## config.mk

```make
export PLATFORM = sky130hd
export DESIGN_NAME = usb_busreset_regs
export DESIGN_NICKNAME = d
export VERILOG_FILES = /design/src/rtl/usb_busreset_regs.sv
export SDC_FILE = /design/constraint.sdc
export NUM_CORES = 1
export LEC_CHECK = 0
export BUFFER_PORTS_ARGS = -buffer_cell sky130_fd_sc_hd__buf_2
export CAP_MARGIN = 20
export CELL_PAD_IN_SITES_DETAIL_PLACEMENT = 0
export CELL_PAD_IN_SITES_GLOBAL_PLACEMENT = 2
export CORE_MARGIN = 5
export CORE_UTILIZATION = 44
export CTS_CLUSTER_SIZE = 20
export DETAILED_ROUTE_END_ITERATION = 16
export MAX_ROUTING_LAYER = met4
export PLACE_DENSITY = 0.85
export SYNTH_ARGS = -nofsm -noshare
export SYNTH_HDL_FRONTEND = slang
export SYNTH_SLANG_ARGS = --single-unit
export TNS_END_PERCENT = 10
```

## constraint.sdc

```tcl
create_clock -name clk -period 4.16 [get_ports clk]
set_input_delay 0.208 -clock clk [delete_from_list [all_inputs] [get_ports clk]]
set_output_delay 0.208 -clock clk [all_outputs]
set_load 0.01 [all_outputs]
```

## src/rtl/usb_busreset_regs.sv

```systemverilog
module usb_busreset_regs #(
  parameter int NUM_EP = 4,
  parameter int IDX_W  = (NUM_EP > 1) ? $clog2(NUM_EP) : 1,
  parameter logic [3:0] RST_MASK = 4'b0110
) (
  input  logic              clk,
  input  logic              rst_n,
  input  logic              bus_rst_i,
  input  logic [3:0]        cpu_addr,
  input  logic              cpu_wr,
  input  logic              cpu_rd,
  input  logic [7:0]        cpu_wdata,
  output logic [7:0]        cpu_rdata,
  output logic [NUM_EP-1:0] flush_o,
  output logic              irq_o
);

  localparam logic [3:0] A_ADDR = 4'd0, A_IDX = 4'd1, A_CIF = 4'd2, A_CIE = 4'd3,
                         A_CHF = 4'd4, A_GEN = 4'd5, A_EP0 = 4'd6, A_INL = 4'd7,
                         A_INH = 4'd8, A_OUTL = 4'd9, A_OUTH = 4'd10;

  logic [6:0]       dev_addr;
  logic [IDX_W-1:0] idx;
  logic             rst_flag;
  logic [3:0]       ie_mask;
  logic             chip_flag;
  logic             glb_en;
  logic [7:0]       ep0cs;
  logic [7:0]       inl  [NUM_EP];
  logic [7:0]       inh  [NUM_EP];
  logic [7:0]       outl [NUM_EP];
  logic [7:0]       outh [NUM_EP];

  wire ep_sel   = (idx != '0);
  wire rd_cif   = cpu_rd && cpu_addr == A_CIF;
  wire clr_chip = cpu_wr && cpu_addr == A_CHF && cpu_wdata[0];

  assign flush_o = {NUM_EP{bus_rst_i}};
  assign irq_o   = chip_flag & glb_en;

  always_ff @(posedge clk or negedge rst_n) begin
    if (!rst_n) begin
      dev_addr  <= '0;
      idx       <= '0;
      ie_mask   <= RST_MASK;
      ep0cs     <= '0;
      rst_flag  <= 1'b0;
      chip_flag <= 1'b0;
      glb_en    <= 1'b0;
      for (int e = 0; e < NUM_EP; e++) begin
        inl[e] <= '0; inh[e] <= '0; outl[e] <= '0; outh[e] <= '0;
      end
    end else begin
      rst_flag  <= bus_rst_i | (rst_flag & ~rd_cif);
      chip_flag <= (bus_rst_i & ie_mask[2]) | (chip_flag & ~clr_chip);
      if (cpu_wr && cpu_addr == A_GEN) glb_en <= cpu_wdata[0];
      if (bus_rst_i) begin
        dev_addr <= '0;
        idx      <= '0;
        ie_mask  <= RST_MASK;
        ep0cs    <= '0;
        for (int e = 0; e < NUM_EP; e++) begin
          inl[e] <= '0; inh[e] <= '0; outl[e] <= '0; outh[e] <= '0;
        end
      end else if (cpu_wr) begin
        case (cpu_addr)
          A_ADDR: dev_addr <= cpu_wdata[6:0];
          A_IDX:  idx      <= cpu_wdata[IDX_W-1:0];
          A_CIE:  ie_mask  <= cpu_wdata[3:0];
          A_EP0:  ep0cs    <= cpu_wdata;
          A_INL:  if (ep_sel) inl[idx]  <= cpu_wdata;
          A_INH:  if (ep_sel) inh[idx]  <= cpu_wdata;
          A_OUTL: if (ep_sel) outl[idx] <= cpu_wdata;
          A_OUTH: if (ep_sel) outh[idx] <= cpu_wdata;
          default: ;
        endcase
      end
    end
  end

  always_comb begin
    cpu_rdata = '0;
    case (cpu_addr)
      A_ADDR: cpu_rdata = {1'b0, dev_addr};
      A_IDX:  cpu_rdata[IDX_W-1:0] = idx;
      A_CIF:  cpu_rdata[2] = rst_flag;
      A_CIE:  cpu_rdata[3:0] = ie_mask;
      A_CHF:  cpu_rdata[0] = chip_flag;
      A_GEN:  cpu_rdata[0] = glb_en;
      A_EP0:  cpu_rdata = ep0cs;
      A_INL:  cpu_rdata = ep_sel ? inl[idx]  : 8'h00;
      A_INH:  cpu_rdata = ep_sel ? inh[idx]  : 8'h00;
      A_OUTL: cpu_rdata = ep_sel ? outl[idx] : 8'h00;
      A_OUTH: cpu_rdata = ep_sel ? outh[idx] : 8'h00;
      default: ;
    endcase
  end

  a_r1_flag_set: assert property (@(posedge clk) disable iff (!rst_n)
    bus_rst_i |=> rst_flag);
  a_r1_flag_clear: assert property (@(posedge clk) disable iff (!rst_n)
    (rd_cif && !bus_rst_i) |=> !rst_flag);
  a_r2_irq_gated: assert property (@(posedge clk) disable iff (!rst_n)
    irq_o |-> glb_en);
  a_r2_chip_set: assert property (@(posedge clk) disable iff (!rst_n)
    (bus_rst_i && ie_mask[2]) |=> chip_flag);
  a_r3_addr_zero: assert property (@(posedge clk) disable iff (!rst_n)
    bus_rst_i |=> dev_addr == 7'd0);
  a_r4_idx_zero: assert property (@(posedge clk) disable iff (!rst_n)
    bus_rst_i |=> idx == '0);
  a_r6_ep0_zero: assert property (@(posedge clk) disable iff (!rst_n)
    bus_rst_i |=> ep0cs == 8'h00);
  a_r7_mask_reload: assert property (@(posedge clk) disable iff (!rst_n)
    bus_rst_i |=> ie_mask == RST_MASK);
  a_r5_flush_quiet: assert property (@(posedge clk) disable iff (!rst_n)
    !bus_rst_i |-> $countones(flush_o) == 0);

endmodule

```

After elaboration in Yosys (flattened, before gate mapping)
Cells that the tools add are included.

Bits of input ports: 17. Logic and storage cells: 124. Register bits: 152. Output and inout port bits: 13.

Magnitude comparators: 2. Reductions and logical operators: 25. Multiplexer cells: 55. Bitwise gates (word level): 9. Equality and inequality tests: 10.

Operators by type and width (number): $mux W32 (16); $bwmux W32 (4); $mux W8 (16); $bmux W8 S2 (4); $pmux W4 S6 (1); $reduce_bool A2 Y1 (11); $mux W7 (3); $demux W8 S2 (1); $eq A4 B3 Y1 const B (4); $pmux W1 S8 (2); $eq A4 B4 Y1 const B (3); $mux W4 (3); $reduce_and A3 Y1 (4); $pmux W1 S10 (1); $eq A4 B2 Y1 const B (2); $reduce_and A2 Y1 (4); $pmux W1 S7 (1); $mux W2 (3); $logic_and A1 B1 Y1 (5); $and A1 B1 Y1 (4); $eq A4 B1 Y1 const B (1); $logic_not A4 Y1 (1); $ge A3 B3 Y1 const B (1); $lt A3 B1 Y1 const B (1); other kinds (3) (5).

Longest topological paths before layout
Gate-level depths: netlist of the first run.

Depth in word-level cells: 10. Gate-level depth with buffers: 8. Gate-level depth less buffers: 4.

Least setup slack after synthesis of the first run
OpenSTA, ideal clock, no wires.

Kind: flip-flop to output port. From: reg idx[1]. To: out cpu_rdata[5]. Buffers on the path: 2. Required time: 3952 ps. Arrival time: 1622 ps. Slack: 2330 ps. Stages on the path, launching flop included: 7. Path through: dfrtp_1 -> buf_6 -> buf_6 -> mux2_4 -> a22oi_1 -> nor2_1 -> or4_1.

Word-level cells in the longest chain between the ends: 6. Elaborated cells between the ends (all ways): 19. Classes of those cells: 17 x mux; 1 x bitwise; 1 x reduce/logical.

Ends and longest elaborated chain: start: declaration (RTL line 23) `logic [IDX_W-1:0] idx;`; start signal: assignment (RTL line 68) `A_IDX: idx <= cpu_wdata[IDX_W-1:0];`; $not A2 Y3 (implied by the code); $bmux W8 S2, on equally long branches; $mux W8, on equally long branches (3 in series); $pmux W4 S6 * (RTL line 83) `case (cpu_addr)`; end: declaration (RTL line 13) `output logic [7:0] cpu_rdata,`.

Every way passes the cells marked *; elsewhere a longest branch is shown, timed or not. The select of a mux whose other input is x is not followed.

Worst setup path after layout of the first run
From: reg idx[1]. To: out cpu_rdata[7].

Same word-level chain as after synthesis.

==> impl_metrics.py, run 1 <==
metrics = {
    "grt": {
        "grt.overflow.total": 0,
        "gr-usage-all-layers_pct": 23.80,
        "grt_pass1_wl_mm": 27.80,
        "grt_pass1_vias": 4509,
        "grt_max_degree": 61,
        "antenna_found_initial": 0,
    },
    "floorplanning": {
        "io_pins": 30,
        "start_util_pct": 44.63,
        "core_area_um2": 13190,
        "rows": 42,
        "die_w_um": 125.7,
        "die_y_um": 125.7,
        "die_area_um2": 15790,
    },
    "clock_tree": {
        "clock_latency_ns": 0.42,
        "cts_sinks": 120,
        "cts_resized": 0,
        "htree_levels": 4,
        "cts_setup_buffers": 0,
        "clk_pin_slew_ns": 0.05,
        "cts_tree": "done",
        "cts_buffers": 17,
        "cts_buffer_depth": 2,
        "root_buffer": "clkbuf_16",
    },
    "logic_synthesis": {
        "synth_top_cell_by_area": "dfrtp_1",
        "synthCells": 515,
        "synth.area.top_cells": "dfrtp_1 (50%), a22o_1 (15%), mux2i_1 (6.6%)",
        "synth_cell_types": 48,
        "ys_warn_count": 0,
        "synth_edf_count": 0,
        "synth_top_area_share_pct": 50.16,
        "synthFlopType": "dfrtp_1",
        "synth.most_common_cell": "dfrtp_1",
        "syn_area_per_cell_um2": 11.43,
        "synthArstFlopShare_pct": 100.0,
        "synthTopCellsByCount": "dfrtp_1 (118), a22o_1 (98), nor2_1 (55)",
        "syn_nets": 532,
        "synth_area_um2": 5887,
        "ys_ff_latch": 120,
        "synth-seq-area-share_pct": 51.05,
    },
    "pwr": {
        "pwr-share-seq_pct": 43.9,
        "power_density_nw_per_um2": 403.6,
        "power.leakage_uw": 0.002921,
        "peakVddDrop_v": 0.0003196,
        "pwr-share-clk_pct": 50.5,
        "finalPower_uw": 2687,
        "sw_frac_of_total_pct": 23.78,
        "pwr-share-comb_pct": 5.6,
        "intPower_uw": 2048,
        "power.switching_uw": 639.0,
    },
    "critical_path": {
        "reg2regPathDepth": 4,
        "max_stage_delay_ns": 0.67,
        "crit_buf_inv": 2,
        "setup.worst_path.start_class": "register",
        "cp.required_ns": 3.95,
        "crit_chain": "buf_4, mux2_2, a22oi_1, nor2_1, or4_1, buf_2",
        "cp_max_fo": 40,
        "rrSetupSlack_ns": 1.51,
        "cp_slowest_cell": "dfrtp_2",
        "critPathKind": "register to output port",
        "cp_num_cells": 6,
        "cp_top_family": "buffers and inverters",
        "regToRegStartpoint": "idx[1]$_DFFE_PN0P_",
        "r2r-end": "outl[12]$_DFFE_PN0P_",
        "arrival_ns": 3.02,
        "cp-end-kind": "output port",
    },
    "layout": {
        "area_delta_synth_final_pct": 13.07,
        "multiInputGateArea_um2": 2610,
        "regArea_um2": 3008,
        "final_area_um2": 6656,
        "fill_cells": 1185,
        "nets": 549,
        "layout-drive-gt1-share_pct": 18.35,
        "diodes": 0,
    },
    "sta": {
        "fmax_ghz": 0.3101,
        "rsz0062_at_grt": "false",
        "report.final.slew_viol_count": 0,
        "finalSetupViolCount": 0,
        "fin_tns_setup_ns": 0,
        "hold_viol": 0,
        "finalCriticalPeriod_ns": 3.225,
        "skew_ns": 0.006932,
        "setup_slack_ns": 0.9347,
        "maxSlewHeadroom_pct": 21.74,
        "fin_crit_sh_pct": 77.53,
        "worstMarginPinSlew_ns": 1.174,
    },
    "routing": {
        "wire_per_inst_um": 24.80,
        "routed_wirelength_mm": 17.88,
        "initialDrtViolationCount": 510,
        "dr.pass1.iters": 4,
        "vias": 4541,
        "antenna_left": 0,
        "drc": 0,
        "post_drt_via_cell_ratio": 6.298,
    },
    "placed_design": {
        "place_congestion": 0.8375,
        "placed_area_um2": 6083,
        "portBuffers": 29,
        "dp_hpwl_mm": 11.52,
        "post-place-ws_ns": 1.386,
    },
    "hold_path": {
        "whs_endpoint": "ie_mask[2]$_DFFE_PN1P_",
        "hold_class": "input port to register",
        "min_from": "cpu_wdata[2]",
        "hold_depth": 2,
    },
    "outcome": {
        "run_status": "completed",
    },
    "flow_run": {
        "cap_violations": 0,
    },
}
## layer usage
| layer | share of wire [%] | routed length (um) | up-vias | global-route usage (%) |
|---|---|---|---|---|
| met5 | 0 | 0 | - | - |
| met4 | 2.4 | 432 | 0 | 8.737 |
| met3 | 6.3 | 1125 | 28 | 5.461 |
| met2 | 45 | 8085 | 153 | 34.14 |
| met1 | 46 | 8237 | 2355 | 33.14 |
| li1 | - | - | 2005 | - |
## through the flow
stage,utilization [%],hold WS [ns],std cells
2_1_floorplan,-,-0.08759,515
3_3_place_gp,46.12,0.3336,686
3_5_place_dp,46.12,0.3492,686
4_1_cts,50.35,0.05157,719
5_1_grt,50.46,0.06798,721
6_report,50.46,0.05840,721
## worst reg2reg max path, delay by kind of cell, from the launching register on
| kind | cells | cell delay [ns] |
|---|---|---|
| buffers and inverters | 1 | 0.32 |
| and+or+nand+nor | 1 | 0.81 |
| DFF | 1 | 0.67 |
| AOI/OAI and AO/OA | 2 | 0.74 |
## cells by family after synthesis
family | count (synthesis) | share of synthesized area [%]
multiplexers | 55 | 10.14
buffers and inverters | 48 | 4.612
AO/OA/AOI/OAI | 183 | 24.57
flip-flops | 120 | 51.05
AND/OR/NAND/NOR | 109 | 9.628
## state kept, by name (all words and copies together) (netlist names)
signal	flops
dev_addr	7
glb_en	1
idx	2
outh	24
inl	24
chip_flag	1
rst_flag	1
outl	24
ep0cs	8
ie_mask	4
inh	24
## cell usage in the layout (no fill, tap or decap), drive strengths merged, types with 2 or more instances in the layout
cell type,n
clkinv,4
nand3,4
nor3,2
nor2b,5
o32ai,4
dfstp,2
nand4b,2
and3,3
and2b,2
o22ai,2
inv,2
nand3b,2
nand2,6
a211oi,19
mux2i,39
a22oi,16
a211o,2
and2,2
o21ai,5
dfrtp,118
clkbuf,25
a21oi,25
a22o,98
mux2,15
nor2,57
or4,6
buf,43
clkinvlp,3
nand4bb,2
a31oi,8
nand2b,12
## power groups by stage
stage	Combinational (uW)	Clock [uW]	Sequential, uW
4_1_cts	150	1360	1180
3_3_place_gp	148	0	1200
5_1_grt	164	1420	1180
3_5_place_dp	149	0	1200
2_1_floorplan	75.6	0	1200
6_report	151	1360	1180
## final cells by class
class | instances | share of cell area, %
Sequential cell | 120 | 45.19
Multi-Input combinational cell | 347 | 39.21
Clock buffer | 25 | 7.594
Timing Repair Buffer | 44 | 3.947
Tap cell | 176 | 3.308
Clock inverter | 7 | 0.6391
Inverter | 2 | 0.1128
## how the worst max path moves through the flow
stage | slack [ns] | end | start
final | 0.93 | cpu_rdata[7] | idx[1]$_DFFE_PN0P_
after global routing | 0.83 | cpu_rdata[5] | idx[1]$_DFFE_PN0P_
after CTS | 0.94 | cpu_rdata[7] | idx[1]$_DFFE_PN0P_
after detailed placement | 1.39 | cpu_rdata[7] | idx[1]$_DFFE_PN0P_
after global placement | 1.40 | cpu_rdata[7] | idx[1]$_DFFE_PN0P_
after floorplan | 2.33 | cpu_rdata[5] | idx[1]$_DFFE_PN0P_
## timing repair
item,4_1_cts,5_1_grt
hold endpoints to repair,56,0
setup endpoints to repair,0,0
hold buffers,1,0
Note: power is estimated with default switching activity, not from simulation.
==> inputs of run 2 (changes only) <==
Settings changed: ABC_AREA from default to 1, CORE_UTILIZATION 44 to 33, PLACE_DENSITY 0.85 to 0.77.
Clock period 4.16 ns to 2.9 ns, I/O delays scaled along.
==> impl_metrics.py, run 2 <==
metrics = {
    "pwr": {
        "finalPower_uw": 4334,
        "power.leakage_uw": 0.003331,
        "peakVddDrop_v": 0.0004261,
        "power_density_nw_per_um2": 620.9,
    },
    "layout": {
        "final_cell_mix": "nand2_1 (250), nand3_1 (136), dfrtp_1 (116)",
        "final_area_um2": 6980,
        "final_common_cell": "nand2_1",
        "area_delta_synth_final_pct": 14.63,
        "layout-drive-gt1-share_pct": 18.60,
        "fill_cells": 1878,
        "diodes": 0,
        "nets": 789,
    },
    "placed_design": {
        "post-place-ws_ns": 0.9708,
        "dp_hpwl_mm": 12.65,
        "place_congestion": 0.8213,
        "placed_area_um2": 6379,
        "portBuffers": 29,
    },
    "logic_synthesis": {
        "synthFlopType": "dfrtp_1",
        "synthTopCellsByCount": "nand2_1 (250), nand3_1 (136), dfrtp_1 (118)",
        "synth.area.top_cells": "dfrtp_1 (48%), nand2_1 (15%), nand3_1 (11%)",
        "syn_nets": 769,
        "syn_area_per_cell_um2": 8.098,
        "synth.most_common_cell": "nand2_1",
        "synth-seq-area-share_pct": 49.35,
        "synth_cell_types": 25,
        "synth_top_area_share_pct": 48.49,
        "synth_edf_count": 0,
        "synthArstFlopShare_pct": 100.0,
        "ys_warn_count": 0,
        "synthCells": 752,
        "synth_area_um2": 6090,
        "ys_ff_latch": 120,
        "synth_top_cell_by_area": "dfrtp_1",
    },
    "sta": {
        "report.final.slew_viol_count": 0,
        "setup_slack_ns": 0.6332,
        "fmax_ghz": 0.4412,
        "fin_crit_sh_pct": 78.16,
        "maxSlewHeadroom_pct": 52.74,
        "finalSetupViolCount": 0,
        "worstMarginPinSlew_ns": 0.7089,
        "finalCriticalPeriod_ns": 2.267,
        "fin_tns_setup_ns": 0,
        "hold_viol": 0,
        "skew_ns": 0.006843,
        "rsz0062_at_grt": "false",
    },
    "floorplanning": {
        "die_area_um2": 21270,
        "core_area_um2": 18090,
        "start_util_pct": 33.67,
        "die_w_um": 145.8,
        "rows": 49,
        "io_pins": 30,
        "die_y_um": 145.8,
    },
    "routing": {
        "initialDrtViolationCount": 439,
        "wire_per_inst_um": 19.28,
        "routed_wirelength_mm": 19.55,
        "post_drt_via_cell_ratio": 5.267,
        "dr.pass1.iters": 5,
        "antenna_left": 0,
        "vias": 5341,
        "drc": 0,
    },
    "grt": {
        "antenna_found_initial": 0,
        "grt_pass1_vias": 5264,
        "grt_pass1_wl_mm": 31.02,
        "gr-usage-all-layers_pct": 19.58,
        "grt.overflow.total": 0,
        "grt_max_degree": 81,
    },
    "clock_tree": {
        "cts_setup_buffers": 0,
        "cts_sinks": 120,
        "cts_buffer_depth": 2,
        "cts_tree": "done",
        "cts_buffers": 17,
        "cts.hold.buffers_added": 3,
        "root_buffer": "clkbuf_16",
        "cts_resized": 0,
        "htree_levels": 4,
        "clk_pin_slew_ns": 0.06,
        "clock_latency_ns": 0.42,
    },
    "critical_path": {
        "cp.required_ns": 2.76,
        "critPathKind": "register to output port",
        "cp-end-kind": "output port",
        "setup.worst_path.start_class": "register",
        "rrSetupSlack_ns": 0.91,
        "arrival_ns": 2.12,
        "reg2regPathDepth": 7,
        "r2r-end": "inh[0]$_DFFE_PN0P_",
        "cp_max_fo": 34,
        "critical_path.startpoint": "idx[0]$_DFFE_PN0P_",
        "regToRegStartpoint": "idx[0]$_DFFE_PN0P_",
        "crit_path_end": "cpu_rdata[4]",
    },
    "flow_run": {
        "cap_violations": 0,
    },
    "outcome": {
        "run_status": "completed",
    },
    "hold_path": {
        "hold_class": "input port to register",
    },
}
run 2: cell count changes after synthesis, moves of 39 or more:
cell / previous run / this run
a22o_1: 98 / 0
nand3_1: 4 / 136
o21ai_2: 1 / 44
nand2_1: 6 / 250
o21ai_1: 0 / 49
mux2i_1: 39 / 0
run 2: logic make-up (layout without fill, tap and decap cells):
family | Yosys count | in the layout | share of synthesized area [%]
compound gates | 125 | 125 | 13.27
buf+inv | 78 | 111 | 6.349
flops | 120 | 120 | 49.35
simple gates | 429 | 429 | 31.03
run 2: power breakdown:
part	switching (uW)	internal [uW]	leakage, uW	total [uW]
registers	50.0	1760	0.00162	1810
logic	363	116	0.00143	480
clock network	766	1280	0.000275	2040
run 2: cell type report:
class,instances,area [um^2],area share [%]
Clock buffer,19,442.9,6.345
Timing Repair Buffer,38,260.3,3.728
Clock inverter,13,128.9,1.846
Sequential cell,120,3008,43.09
Inverter,41,156.4,2.241
Tap cell,229,286.5,4.105
Multi-Input combinational cell,554,2698,38.64
run 2: worst min path at each step:
stage	start	end	slack (ns)	cells after the start
final	cpu_wdata[7]	ep0cs[7]$_DFFE_PN0P_	0.02	3
after global routing	cpu_wdata[3]	ep0cs[3]$_DFFE_PN0P_	0.02	3
after CTS	cpu_wdata[0]	glb_en$_DFFE_PN0P_	0.006	3
after detailed placement	rst_n	outl[5]$_DFFE_PN0P_	0.18	1
after global placement	rst_n	outl[5]$_DFFE_PN0P_	0.17	1
after floorplan	rst_n	chip_flag$_DFF_PN0_	-0.15	0
run 2: through the flow:
stage	cells	hold slack, ns	utilization [%]
final	1014	0.02280	38.60
after global routing	1014	0.02193	38.60
after CTS	1014	0.006408	38.60
after detailed placement	979	0.1832	35.27
after global placement	979	0.1711	35.27
after floorplan	752	-0.1506	-
run 2: layer usage:
layer / global-route usage (%) / share of wire (%) / up-vias
met3: 4.765 / 6.5 / 34
met1: 26.32 / 46 / 2604
met2: 28.52 / 45 / 176
met4: 7.645 / 2.5 / 0
li1: - / - / 2527
met5: - / 0 / -
run 2: worst max-delay path: stages (launching register included):
cell and delay, ns:
dfrtp_2 0.45, clkinv_1 0.08, buf_4 0.26, nand3_1 0.12
nand3_1 0.07, nand2_1 0.07, nand2_1 0.05, nor2_1 0.35
nand2_1 0.09, buf_2 0.16
==> inputs of run 3 (changes only) <==
Settings changed: CORE_UTILIZATION 33 to 37, PLACE_DENSITY 0.77 to 0.81.
Clock period 2.9 ns to 2.3 ns, I/O delays scaled along.
==> impl_metrics.py, run 3 (synthesis gave the netlist of run 2 again) <==
metrics = {
    "outcome": {
        "run_status": "completed",
    },
    "grt": {
        "grt_max_degree": 69,
        "antenna_found_initial": 0,
        "gr-usage-all-layers_pct": 21.16,
        "grt_pass1_vias": 5372,
        "grt.overflow.total": 0,
        "grt_pass1_wl_mm": 30.90,
    },
    "routing": {
        "routed_wirelength_mm": 18.94,
        "wire_per_inst_um": 18.60,
        "antenna_left": 0,
        "vias": 5343,
        "dr.pass1.iters": 6,
        "drc": 0,
        "initialDrtViolationCount": 494,
        "post_drt_via_cell_ratio": 5.249,
    },
    "clock_tree": {
        "clk_pin_slew_ns": 0.05,
        "cts_sinks": 120,
        "cts_tree": "done",
        "clock_latency_ns": 0.42,
        "cts_setup_buffers": 0,
        "root_buffer": "clkbuf_16",
        "cts_buffers": 17,
        "htree_levels": 4,
        "cts_buffer_depth": 2,
    },
    "sta": {
        "hold_viol": 0,
        "worstMarginPinSlew_ns": 0.6288,
        "rsz0062_at_grt": "false",
        "finalCriticalPeriod_ns": 2.139,
        "fmax_ghz": 0.4675,
        "finalSetupViolCount": 0,
        "fin_tns_setup_ns": 0,
        "maxSlewHeadroom_pct": 57.92,
        "fin_crit_sh_pct": 93.00,
        "report.final.slew_viol_count": 0,
        "skew_ns": 0.003837,
    },
    "layout": {
        "layout-drive-gt1-share_pct": 19.55,
        "nets": 803,
        "postLayoutCoreUtil_pct": 43.82,
        "final_cell_mix": "nand2_1 (250), nand3_1 (136), dfrtp_1 (116)",
        "area_delta_synth_final_pct": 17.63,
        "final_common_cell": "nand2_1",
        "diodes": 0,
        "fin_cells": 1018,
    },
    "hold_path": {
        "hold_depth": 3,
        "hold_class": "input port to register",
        "min_from": "cpu_wdata[5]",
    },
    "floorplanning": {
        "die_y_um": 138.3,
        "core_area_um2": 16350,
        "die_area_um2": 19120,
        "io_pins": 30,
        "rows": 47,
        "die_w_um": 138.3,
        "start_util_pct": 37.25,
    },
    "critical_path": {
        "regToRegStartpoint": "idx[0]$_DFFE_PN0P_",
        "critical_path.startpoint": "idx[0]$_DFFE_PN0P_",
        "cp_max_fo": 14,
        "critPathKind": "register to output port",
        "cp.required_ns": 2.18,
        "max_stage_delay_ns": 0.40,
        "setup.worst_path.start_class": "register",
        "reg2regPathDepth": 8,
        "cpMostUsedCell": "nand2_1",
        "crit_chain": "clkinvlp_4, buf_4, nand3_1, nand3_1, nand2_1, nand2_1, nor2_1, nand2_1, buf_2",
        "cp-end-kind": "output port",
        "arrival_ns": 2.02,
        "cp_slowest_cell": "dfrtp_2",
    },
    "flow_run": {
        "cap_violations": 0,
    },
    "placed_design": {
        "place_congestion": 0.8676,
        "dp_hpwl_mm": 12.93,
        "place_inst": 979,
        "portBuffers": 29,
    },
    "pwr": {
        "power.leakage_uw": 0.003432,
        "peakVddDrop_v": 0.0006021,
        "power_density_nw_per_um2": 792.0,
        "pwr-share-clk_pct": 48.6,
        "pwr-share-comb_pct": 11.1,
        "pwr-share-seq_pct": 40.3,
        "intPower_uw": 4225,
        "sw_frac_of_total_pct": 25.53,
        "power.switching_uw": 1449,
    },
}
[run 3: through the flow]
step,hold WS (ns),power [uW],worst slack (ns),cell area (um^2)
final,0.01441,5673,0.1611,7163
after global routing,0.04987,5891,0.01800,7163
after CTS,0.009177,5713,0.01619,7156
after detailed placement,0.1232,2935,0.4692,6460
after global placement,0.1092,2925,0.4991,6460
after floorplan,-0.1806,2688,0.9588,6090
[run 3: layout make-up]
cell class / instances / area (um^2)
Fill cell: 1708 / 9185
Sequential cell: 120 / 3008
Multi-Input combinational cell: 554 / 2698
Clock buffer: 23 / 498.0
Timing Repair Buffer: 52 / 402.9
Tap cell: 220 / 275.3
Inverter: 41 / 163.9
Clock inverter: 8 / 117.6
[run 3: worst max-delay path: cells and delay by family (launching register included)]
family                 cells  cell delay [ns]
buffers and inverters      3             0.70
and+or+nand+nor            6             0.50
DFF                        1             0.40
[run 3: worst paths after layout]
path                       slack (ns)              endpoint
min in group asynchronous        0.20  outh[13]$_DFFE_PN0P_
max reg2reg                      0.42   inl[22]$_DFFE_PN0P_
max                              0.16          cpu_rdata[6]
max in group asynchronous        1.44   inh[14]$_DFFE_PN0P_
min                              0.01  ep0cs[5]$_DFFE_PN0P_
min reg2reg                      0.48  ep0cs[1]$_DFFE_PN0P_
[run 3: power groups by stage]
| stage | Clock (uW) | Sequential (uW) | Combinational, uW |
|---|---|---|---|
| 6_report | 2760 | 2290 | 627 |
| 5_1_grt | 2900 | 2300 | 691 |
| 4_1_cts | 2800 | 2280 | 629 |
| 3_5_place_dp | 0 | 2320 | 617 |
| 3_3_place_gp | 0 | 2320 | 610 |
| 2_1_floorplan | 0 | 2300 | 390 |
[run 3: routing by layer]
metal  GRT usage [%]  routed length [um]
met1           28.88                8771
met2           31.01                8511
met3           4.178                 990
met4           8.528                 663
met5               -                   0
[run 3: repair_timing]
item,in CTS,in global routing
hold buffers,8,0
setup endpoints to repair,0,8
gates resized for setup,0,2
endpoints found under the hold margin,36,0
